## src/rtl/ipr_pkg.sv

```systemverilog
package ipr_pkg;

    parameter int LVL_N = 15;
    parameter int LVL_W = $clog2(LVL_N + 1);
    parameter int ID_W  = 8;
    parameter int SRC_W = 8;

    typedef logic [LVL_N-1:0] lvl_vec_t;
    typedef logic [LVL_W-1:0] lvl_t;

    typedef struct packed {
        logic             bcast;
        logic [ID_W-1:0]  target;
        logic [SRC_W-1:0] src;
        lvl_t             level;
    } pkt_t;

    typedef struct packed {
        logic             hit;
        lvl_t             level;
        logic [SRC_W-1:0] src;
    } accept_t;

    // one-hot pending vector for a level, empty for level 0
    function automatic lvl_vec_t lvl_onehot(input lvl_t lvl);
        lvl_vec_t v;
        v = '0;
        for (int i = 0; i < LVL_N; i++) begin
            if (lvl == lvl_t'(i + 1)) v[i] = 1'b1;
        end
        return v;
    endfunction

    // highest set position of a vector, as a level number
    function automatic lvl_t top_level(input lvl_vec_t v);
        lvl_t r;
        r = '0;
        for (int i = 0; i < LVL_N; i++) begin
            if (v[i]) r = lvl_t'(i + 1);
        end
        return r;
    endfunction

endpackage

```

## src/rtl/ipr_pkt_filter.sv

```systemverilog
module ipr_pkt_filter
    import ipr_pkg::*;
(
    input  logic            pkt_valid,
    input  pkt_t            pkt,
    input  logic [ID_W-1:0] my_id,
    output accept_t         acc,
    output lvl_vec_t        pkt_set
);

    logic for_me;
    logic lvl_ok;

    always_comb begin
        for_me    = pkt.bcast || (pkt.target == my_id);
        lvl_ok    = (pkt.level != '0);
        acc.hit   = pkt_valid && for_me && lvl_ok;
        acc.level = pkt.level;
        acc.src   = pkt.src;
        pkt_set   = acc.hit ? lvl_onehot(pkt.level) : '0;
    end

endmodule

```

## src/rtl/ipr_level_bank.sv

```systemverilog
module ipr_level_bank
    import ipr_pkg::*;
(
    input  logic             clk,
    input  logic             rst,
    input  lvl_vec_t         set_vec,
    input  logic             clr_en,
    input  lvl_vec_t         clr_bits,
    input  accept_t          wr,
    input  lvl_t             rd_level,
    output logic [SRC_W-1:0] rd_src,
    output lvl_vec_t         pending_q
);

    logic [SRC_W-1:0] src_q [LVL_N];
    lvl_vec_t         clr_mask;

    assign clr_mask = clr_en ? clr_bits : '0;

    for (genvar i = 0; i < LVL_N; i++) begin : g_lvl
        // set takes priority over a clear in the same cycle
        always_ff @(posedge clk) begin
            if (rst)             pending_q[i] <= 1'b0;
            else if (set_vec[i]) pending_q[i] <= 1'b1;
            else if (clr_mask[i]) pending_q[i] <= 1'b0;
        end

        always_ff @(posedge clk) begin
            if (rst)
                src_q[i] <= '0;
            else if (wr.hit && wr.level == lvl_t'(i + 1))
                src_q[i] <= wr.src;
        end

        p_src_store_r3: assert property (@(posedge clk) disable iff (rst)
            (wr.hit && wr.level == lvl_t'(i + 1)) |=> (src_q[i] == $past(wr.src)));

        p_src_keep_r4: assert property (@(posedge clk) disable iff (rst)
            !(wr.hit && wr.level == lvl_t'(i + 1)) |=> $stable(src_q[i]));
    end

    always_comb begin
        rd_src = '0;
        for (int i = 0; i < LVL_N; i++) begin
            if (rd_level == lvl_t'(i + 1)) rd_src = src_q[i];
        end
    end

    p_set_wins_r7: assert property (@(posedge clk) disable iff (rst)
        (set_vec != '0) |=> ((pending_q & $past(set_vec)) == $past(set_vec)));

    p_clear_r7: assert property (@(posedge clk) disable iff (rst)
        clr_en |=> ((pending_q & $past(clr_bits & ~set_vec)) == '0));

endmodule

```

## src/rtl/ipr_prio_sel.sv

```systemverilog
module ipr_prio_sel
    import ipr_pkg::*;
(
    input  logic     clk,
    input  logic     rst,
    input  logic     mask_we,
    input  lvl_vec_t mask_wdata,
    input  lvl_vec_t pending,
    output lvl_t     irq_level
);

    lvl_vec_t mask_q;
    lvl_vec_t enable;

    always_ff @(posedge clk) begin
        if (rst)          mask_q <= '0;
        else if (mask_we) mask_q <= mask_wdata;
    end

    for (genvar i = 0; i < LVL_N; i++) begin : g_en
        if (i == LVL_N - 1) begin : g_top
            assign enable[i] = 1'b1;
        end else begin : g_low
            assign enable[i] = ~mask_q[i];
        end
    end

    assign irq_level = top_level(pending & enable);

    p_irq_pending_r5: assert property (@(posedge clk) disable iff (rst)
        (irq_level != '0) |-> pending[irq_level - lvl_t'(1)]);

    p_irq_idle_r5: assert property (@(posedge clk) disable iff (rst)
        (irq_level == '0) |-> ((pending & ~mask_q) == '0) && !pending[LVL_N-1]);

    p_top_unmasked_r6: assert property (@(posedge clk) disable iff (rst)
        pending[LVL_N-1] |-> (irq_level == lvl_t'(LVL_N)));

endmodule

```

## src/rtl/irq_pend_rx.sv

```systemverilog
module irq_pend_rx
    import ipr_pkg::*;
(
    input  logic             clk,
    input  logic             rst,
    input  logic [ID_W-1:0]  my_id,
    input  logic             pkt_valid,
    input  logic             pkt_bcast,
    input  logic [ID_W-1:0]  pkt_target,
    input  logic [SRC_W-1:0] pkt_src,
    input  logic [LVL_W-1:0] pkt_level,
    input  logic [LVL_N-1:0] local_set,
    input  logic             mask_we,
    input  logic [LVL_N-1:0] mask_wdata,
    input  logic             clr_we,
    input  logic [LVL_N-1:0] clr_bits,
    input  logic [LVL_W-1:0] rd_level,
    output logic [SRC_W-1:0] rd_src,
    output logic [LVL_N-1:0] pend_o,
    output logic [LVL_W-1:0] irq_level
);

    pkt_t     pkt;
    accept_t  acc;
    lvl_vec_t pkt_set;
    lvl_vec_t set_all;

    assign pkt.bcast  = pkt_bcast;
    assign pkt.target = pkt_target;
    assign pkt.src    = pkt_src;
    assign pkt.level  = pkt_level;

    ipr_pkt_filter u_filter (
        .pkt_valid (pkt_valid),
        .pkt       (pkt),
        .my_id     (my_id),
        .acc       (acc),
        .pkt_set   (pkt_set)
    );

    assign set_all = pkt_set | local_set;

    ipr_level_bank u_bank (
        .clk       (clk),
        .rst       (rst),
        .set_vec   (set_all),
        .clr_en    (clr_we),
        .clr_bits  (clr_bits),
        .wr        (acc),
        .rd_level  (rd_level),
        .rd_src    (rd_src),
        .pending_q (pend_o)
    );

    ipr_prio_sel u_prio (
        .clk        (clk),
        .rst        (rst),
        .mask_we    (mask_we),
        .mask_wdata (mask_wdata),
        .pending    (pend_o),
        .irq_level  (irq_level)
    );

    p_bcast_take_r1: assert property (@(posedge clk) disable iff (rst)
        (pkt_valid && pkt_bcast && pkt_level != '0)
        |=> ((pend_o & lvl_onehot($past(pkt_level))) != '0));

    p_miss_inert_r2: assert property (@(posedge clk) disable iff (rst)
        (pkt_valid && !pkt_bcast && pkt_target != my_id && local_set == '0 && !clr_we)
        |=> $stable(pend_o));

    p_zero_level_r3: assert property (@(posedge clk) disable iff (rst)
        (local_set == '0 && !clr_we && (!pkt_valid || pkt_level == '0))
        |=> $stable(pend_o));

endmodule

```

## config.mk

```make
export PLATFORM = sky130hd
export DESIGN_NAME = irq_pend_rx
export DESIGN_NICKNAME = d
export VERILOG_FILES = /design/src/rtl/ipr_pkg.sv /design/src/rtl/ipr_pkt_filter.sv /design/src/rtl/ipr_level_bank.sv /design/src/rtl/ipr_prio_sel.sv /design/src/rtl/irq_pend_rx.sv
export SDC_FILE = /design/constraint.sdc
export NUM_CORES = 1
export LEC_CHECK = 0
export ABC_CLOCK_PERIOD_IN_PS = 7500
export BUFFER_PORTS_ARGS = -buffer_cell sky130_fd_sc_hd__buf_2
export CAP_MARGIN = 20
export CORE_MARGIN = 3
export CORE_UTILIZATION = 30
export DETAILED_ROUTE_END_ITERATION = 16
export GPL_TIMING_DRIVEN = 0
export SLEW_MARGIN = 20
export SYNTH_ARGS = -nofsm -noshare
export SYNTH_HDL_FRONTEND = slang
export SYNTH_SLANG_ARGS = --single-unit
```

## constraint.sdc

```tcl
create_clock -name clk -period 7.5 [get_ports clk]
set_input_delay 1.5 -clock clk [delete_from_list [all_inputs] [get_ports clk]]
set_output_delay 1.5 -clock clk [all_outputs]
set_load 0.05 [all_outputs]
```

## Word level (Yosys, flattened, before mapping)

Memories as Yosys holds them, arrays and structs flattened.
Cells that the tools add are included.

- Bits in registers: 29
- Bits in writable memories: 120
- Bits of input ports: 83
- Output and inout bits: 27
- Word-level logic and storage cells: 252
- Memories: 1

- Equal/unequal tests: 31
- Multiplexer cells: 139
- Bitwise operators: 31
- Reductions and logical operators: 34

Memories:

| memory | depth | width | read ports | clocked after memory_dff | wr ports | line | text |
|---|---|---|---|---|---|---|---|
| u_bank.src_q | 15 | 8 | 15 | 0 | 15 | ipr_level_bank.sv:15 | `logic [SRC_W-1:0] src_q [LVL_N];` |

Operators with widths:

| kind | number |
|---|---|
| 8-bit two-way mux | 30 |
| 1-bit two-way mux | 93 |
| 4-bit == test, second input constant | 16 |
| 4-bit by 3-bit == test with 1-bit output, second input constant | 8 |
| 4-bit two-way mux | 8 |
| 15-bit two-way mux | 2 |
| 2-bit nonzero test | 15 |
| 1-bit logical AND | 17 |
| 4-bit by 2-bit == test with 1-bit output, second input constant | 4 |
| 15-bit AND | 1 |
| 1-bit OR | 15 |
| 15-bit OR | 1 |
| 1-bit inverter | 14 |
| 3-bit two-way mux | 4 |
| 4-bit by 1-bit == test with 1-bit output, second input constant | 2 |
| 8-bit == test | 1 |
| 2-bit two-way mux | 2 |
| 4-bit nonzero test | 1 |
| 1-bit logical OR | 1 |

## Depth between registers and ports, before layout

- Word-level depth: 17
- Gate-level depth with buffers: 8
- Depth with buffers taken out: 5

## By module

A second synthesis with hierarchy kept.

- Cells, all modules: 683
- Area, all modules: 7689.9 um^2

By module, submodules not included:

| module | instances | cells each | area an instance (um^2) | seq. area each (um^2) |
|---|---|---|---|---|
| ipr_level_bank | 1 | 523 | 6429.9 | 3903.7 |
| ipr_prio_sel | 1 | 86 | 760.7 | 280.3 |
| ipr_pkt_filter | 1 | 59 | 405.4 | 0.0 |
| irq_pend_rx | 1 | 15 | 93.8 | 0.0 |

## Worst setup path after synthesis

Ideal clock, no wire load.

- Path kind: input -> output
- From: input port rd_level[1]
- To: output port rd_src[1]
- Arrival time: 3536 ps
- Required time: 6000 ps
- Path slack: 2464 ps
- Stages on the path: 7
- Path buffers: 3
- Path through: buf_2 -> buf_2 -> buf_2 -> nand3b_1 -> o22ai_1 -> a21oi_1 -> o21ai_0

- Word-level cells in the longest chain between the ends: 16
- Elaborated cells between the ends (all ways): 30
- Classes of those cells: eq/ne: 15; mux: 15

RTL lines:

| what | line | text |
|---|---|---|
| start, declared | irq_pend_rx.sv:17 | `input logic [LVL_W-1:0] rd_level,` |
| 4-bit by 1-bit == test with 1-bit output | ipr_level_bank.sv:45 | `if (rd_level == lvl_t'(i + 1)) rd_src = src_q[i];` |
| 8-bit two-way mux (14 in series) | ipr_level_bank.sv:45 |  |
| 8-bit two-way mux * | ipr_level_bank.sv:45 |  |
| end, declared | irq_pend_rx.sv:18 | `output logic [SRC_W-1:0] rd_src,` |

Every way passes the cells marked *; elsewhere a longest branch is shown, timed or not.

## Worst setup path in the final report

- From: input port rd_level[2]
- To: output port rd_src[2]

Same word-level chain as after synthesis.

==> flow_summary.html <==
<table>
<tr><th>Metric</th><th>Value</th></tr>
<tr><th colspan="2">Run status</th></tr>
<tr><td>Run status</td><td>complete, no violations</td></tr>
<tr><th colspan="2">Floorplan</th></tr>
<tr><td>Boundary Pins</td><td>110</td></tr>
<tr><td>Chip height</td><td>162.6 um</td></tr>
<tr><td>Area of the core</td><td>0.02375 sq mm</td></tr>
<tr><td>Number of rows in the core area</td><td>56</td></tr>
<tr><td>Starting Density</td><td>0.3097</td></tr>
<tr><td>Horiz. Die Dim</td><td>162.6 um</td></tr>
<tr><td>Area of the die</td><td>0.02643 sq mm</td></tr>
<tr><th colspan="2">Power and ir drop</th></tr>
<tr><td>Sequential group share of total power</td><td>0.451</td></tr>
<tr><td>Internal portion of total power</td><td>1.506 mW</td></tr>
<tr><td>Switching power</td><td>625.1 uW</td></tr>
<tr><td>Clk pwr share</td><td>0.407</td></tr>
<tr><td>Switching fraction of total power</td><td>0.2933</td></tr>
<tr><td>Leakage power of the design</td><td>3.066 nW</td></tr>
<tr><td>Maximum vdd drop</td><td>0.1474 mV</td></tr>
<tr><td>Combinational fraction of design power</td><td>0.142</td></tr>
<tr><td>Final Power</td><td>2.131 mW</td></tr>
<tr><td>PwrDens</td><td>239.3 mW/mm^2</td></tr>
<tr><th colspan="2">Clock network</th></tr>
<tr><td>Buffers from clock root to sink, at most</td><td>2</td></tr>
<tr><td>TritonCTS clock tree</td><td>done</td></tr>
<tr><td>Clock Pin Slew Worst Setup and Hold Paths</td><td>0.07 ns</td></tr>
<tr><td>Clk_lat worst skew</td><td>0.43 ns</td></tr>
<tr><td>Setup repair bufs after CTS</td><td>0</td></tr>
<tr><td>Post-CTS Hold Fix Bufs</td><td>0</td></tr>
<tr><td>Inserted Clock Buffers</td><td>17</td></tr>
<tr><td>Resized cells post-CTS</td><td>0</td></tr>
<tr><td>H-tree depth reported by CTS</td><td>4</td></tr>
<tr><td>Clock Tree Root</td><td>clkbuf_16</td></tr>
<tr><td>Clock sink total</td><td>149</td></tr>
<tr><th colspan="2">Synth</th></tr>
<tr><td>Net count after synthesis</td><td>782</td></tr>
<tr><td>Post-synthesis cell type with the largest combined area</td><td>edfxtp_1</td></tr>
<tr><td>Synth cell types</td><td>54</td></tr>
<tr><td>Ys Warns</td><td>0</td></tr>
<tr><td>Syn Area/Cell</td><td>10.52 sq um</td></tr>
<tr><td>Dominant cells by area after synthesis</td><td>edfxtp_1, nor3_1, dfxtp_1</td></tr>
<tr><td>Post-Synthesis Cell Area</td><td>0.007356 sq mm</td></tr>
<tr><td>Seq/Total Area, Yosys</td><td>0.5688</td></tr>
<tr><td>Most instantiated flip-flop cell in the synthesis netlist</td><td>edfxtp_1</td></tr>
<tr><td>Post-synthesis instance total</td><td>699</td></tr>
<tr><td>Area fraction of the dominant cell type after synthesis</td><td>0.4899</td></tr>
<tr><td>EDFF count, synth</td><td>120</td></tr>
<tr><td>Most frequent cell after synthesis</td><td>nor3_1</td></tr>
<tr><td>Proportion of register bits with asynchronous set or reset after synthesis</td><td>0</td></tr>
<tr><td>Most used standard cells in the synthesized netlist</td><td>nor3_1, edfxtp_1, nand2_1, a21oi_1, clkbuf_1</td></tr>
<tr><td>Synth Register Bits</td><td>149</td></tr>
<tr><th colspan="2">Critical path</th></tr>
<tr><td>Worst path arrival time</td><td>3.65 ns</td></tr>
<tr><td>Source of the worst register-to-register timing path</td><td>u_bank.pending_q[12]$_SDFFE_PP0P_</td></tr>
<tr><td>Worst path required time</td><td>6.00 ns</td></tr>
<tr><td>Number of cells traversed by the worst register-to-register path</td><td>2</td></tr>
<tr><td>Critical path start-end classification</td><td>input port to output pin</td></tr>
<tr><td>Maximum fanout count along the critical path</td><td>10</td></tr>
<tr><td>Endpoint of the worst register-to-register path</td><td>u_bank.pending_q[12]$_SDFFE_PP0P_</td></tr>
<tr><td>Type of destination of the critical path</td><td>output pin</td></tr>
<tr><td>Reg-to-reg slack, setup</td><td>6.75 ns</td></tr>
<tr><td>Crit. Startpoint</td><td>rd_level[2]</td></tr>
<tr><td>Crit start category</td><td>input port</td></tr>
<tr><th colspan="2">Timing</th></tr>
<tr><td>Max Clk Rate</td><td>194.0 MHz</td></tr>
<tr><td>Transition at the pin with the smallest max-transition slack</td><td>0.9011 ns</td></tr>
<tr><td>Worst relative slew slack</td><td>0.3952</td></tr>
<tr><td>Portion of the clock cycle consumed by the worst path in the final layout</td><td>0.6871</td></tr>
<tr><td>Final Hold Fails</td><td>0</td></tr>
<tr><td>Final period demand of the worst path</td><td>5.154 ns</td></tr>
<tr><td>Fin. max-slew vios</td><td>0</td></tr>
<tr><td>Tightest hold margin</td><td>0.4932 ns</td></tr>
<tr><td>RSZ-0062 raised after global routing</td><td>no</td></tr>
<tr><td>Summed negative setup slack over all endpoints</td><td>0 ns</td></tr>
<tr><td>Final setup violation count</td><td>0</td></tr>
<tr><td>Max Clock Skew</td><td>0 ns</td></tr>
<tr><th colspan="2">Drt</th></tr>
<tr><td>WL per Instance</td><td>21.14 um</td></tr>
<tr><td>Number of optimization iterations in the first detailed-route pass</td><td>9</td></tr>
<tr><td>DRT iter0 DRCs</td><td>727</td></tr>
<tr><td># DRC</td><td>0</td></tr>
<tr><td>Via total after detailed routing</td><td>6357</td></tr>
<tr><td>Vias per std cell</td><td>5.504</td></tr>
<tr><td>Total wire length</td><td>24.41 mm</td></tr>
<tr><td>Final antenna-violating net count</td><td>0</td></tr>
<tr><th colspan="2">Finish</th></tr>
<tr><td>Diode insertion count for antenna repair</td><td>0</td></tr>
<tr><td>Area growth syn-to-layout</td><td>21.06%</td></tr>
<tr><td>Final standard cell area without fillers</td><td>0.008905 sq mm</td></tr>
<tr><td>Share of layout cells above drive strength 1</td><td>0.2237</td></tr>
<tr><td>Fin cells</td><td>1155</td></tr>
<tr><td>Final #Nets</td><td>906</td></tr>
<tr><th colspan="2">Worst hold path</th></tr>
<tr><td>Startpoint of the worst hold path</td><td>u_prio.mask_q[7]$_SDFFE_PP0P_</td></tr>
<tr><td>Worst hold path cell count</td><td>2</td></tr>
<tr><td>Tightest Hold Check Type</td><td>flip-flop to flip-flop</td></tr>
<tr><td>Hold endpoint</td><td>u_prio.mask_q[7]$_SDFFE_PP0P_</td></tr>
<tr><th colspan="2">Global routing</th></tr>
<tr><td>Initial antenna violation count</td><td>0</td></tr>
<tr><td>First-pass GRT wire length</td><td>37.49 mm</td></tr>
<tr><td>Overflow after GRT</td><td>0</td></tr>
<tr><td>Via count of the first global-routing pass</td><td>6311</td></tr>
<tr><td>Overall global routing resource usage</td><td>0.1873</td></tr>
<tr><td>Pin count of the biggest net entering global routing</td><td>17</td></tr>
<tr><th colspan="2">Flow run</th></tr>
<tr><td>Max-capacitance violation count</td><td>0</td></tr>
<tr><th colspan="2">Placement</th></tr>
<tr><td>GPL Wtd Cong</td><td>0.9040</td></tr>
<tr><td>Inst Count DP</td><td>1123</td></tr>
<tr><td>Total cell area at the placement stage</td><td>0.008295 sq mm</td></tr>
<tr><td>Final HPWL DP</td><td>17.80 mm</td></tr>
<tr><td>Count of input and output buffers</td><td>105</td></tr>
</table>
==> per-layer routing <==
metal  vias up  track usage  wire [um]
li1       2892            -          -
met4         0      0.05921        579
met5         -            0          0
met1      3036       0.2611      10530
met3        59      0.05366       2523
met2       370       0.2827      10780
==> worst max-delay path by stage <==
stage / end / slack (ns)
detailed placement: rd_src[1] / 2.44
finish: rd_src[2] / 2.35
global placement: rd_src[2] / 2.40
CTS: rd_src[1] / 2.44
floorplan: rd_src[1] / 2.46
global route: rd_src[1] / 2.24
==> layout by cell type (no fill, tap or decap), types with 3 or more instances in the layout <==
cell type    n
o221ai_1     5
nand3_1      6
nand4_1     11
a21oi_1     47
o21ai_0     25
o21ai_1     11
a31oi_1      4
nand3_2      3
dfxtp_1     29
edfxtp_1   120
xor2_1       6
inv_1        8
clkinv_4     5
o211ai_1     4
clkbuf_1    40
clkbuf_16   19
inv_8        3
nand2_1     48
a221o_1      5
o22ai_1     21
mux4_2       5
nor2b_1     10
o31ai_1      3
buf_2      125
nor3_1     127
o32ai_1      3
o31ai_2      4
nand3b_1     4
a22oi_1      4
inv_6        4
mux2i_1     22
nor2_1      33
nand2b_1    20
or3_1       12
mux2_2       8
==> cells by family after synthesis <==
kind of cell,after synthesis,share of synthesized area
and+or+nand+nor,282,0.1943
AOI/OAI and AO/OA,150,0.1262
DFF,149,0.5688
buffers and inverters,75,0.04371
muxes,35,0.05749
xor gates and xnor gates,8,0.009526
==> worst max-delay path, stage by stage <==
cell and delay, ns:
buf_2 0.14, buf_2 0.28, nor2b_1 0.30, a22oi_1 0.14, o32ai_1 0.45, o21ai_0 0.29
a21oi_1 0.25, buf_2 0.30
==> power groups by stage <==
stage	logic [mW]	clock network (mW)	registers, mW
global route	0.325	0.905	0.965
detailed placement	0.298	0	0.979
CTS	0.299	0.868	0.961
global placement	0.295	0	0.978
finish	0.303	0.867	0.961
floorplan	0.173	0	0.989
==> per-stage QoR <==
| step | worst slack [ns] | util |
|---|---|---|
| after floorplan | 2.464 | - |
| after global placement | 2.399 | 0.3486 |
| after detailed placement | 2.440 | 0.3492 |
| after CTS | 2.442 | 0.3747 |
| after global routing | 2.235 | 0.3749 |
| final | 2.347 | 0.3749 |
==> sequential cells by signal (all words and copies together), names as in the netlist <==
register          count
u_bank.pending_q     15
u_prio.mask_q        14
u_bank.src_q        120
==> cell type report <==
type	instances	area (sq um)
plain buffers	65	284.0
flip-flops and latches	149	4184
repair buffers	105	525.5
multi-input cells	475	2870
inverters	10	37.54
clock inverters	13	128.9
fillers	2382	14850
well taps	319	399.1
clock buffers	19	475.5
Power figures use the tool's default switching activity.
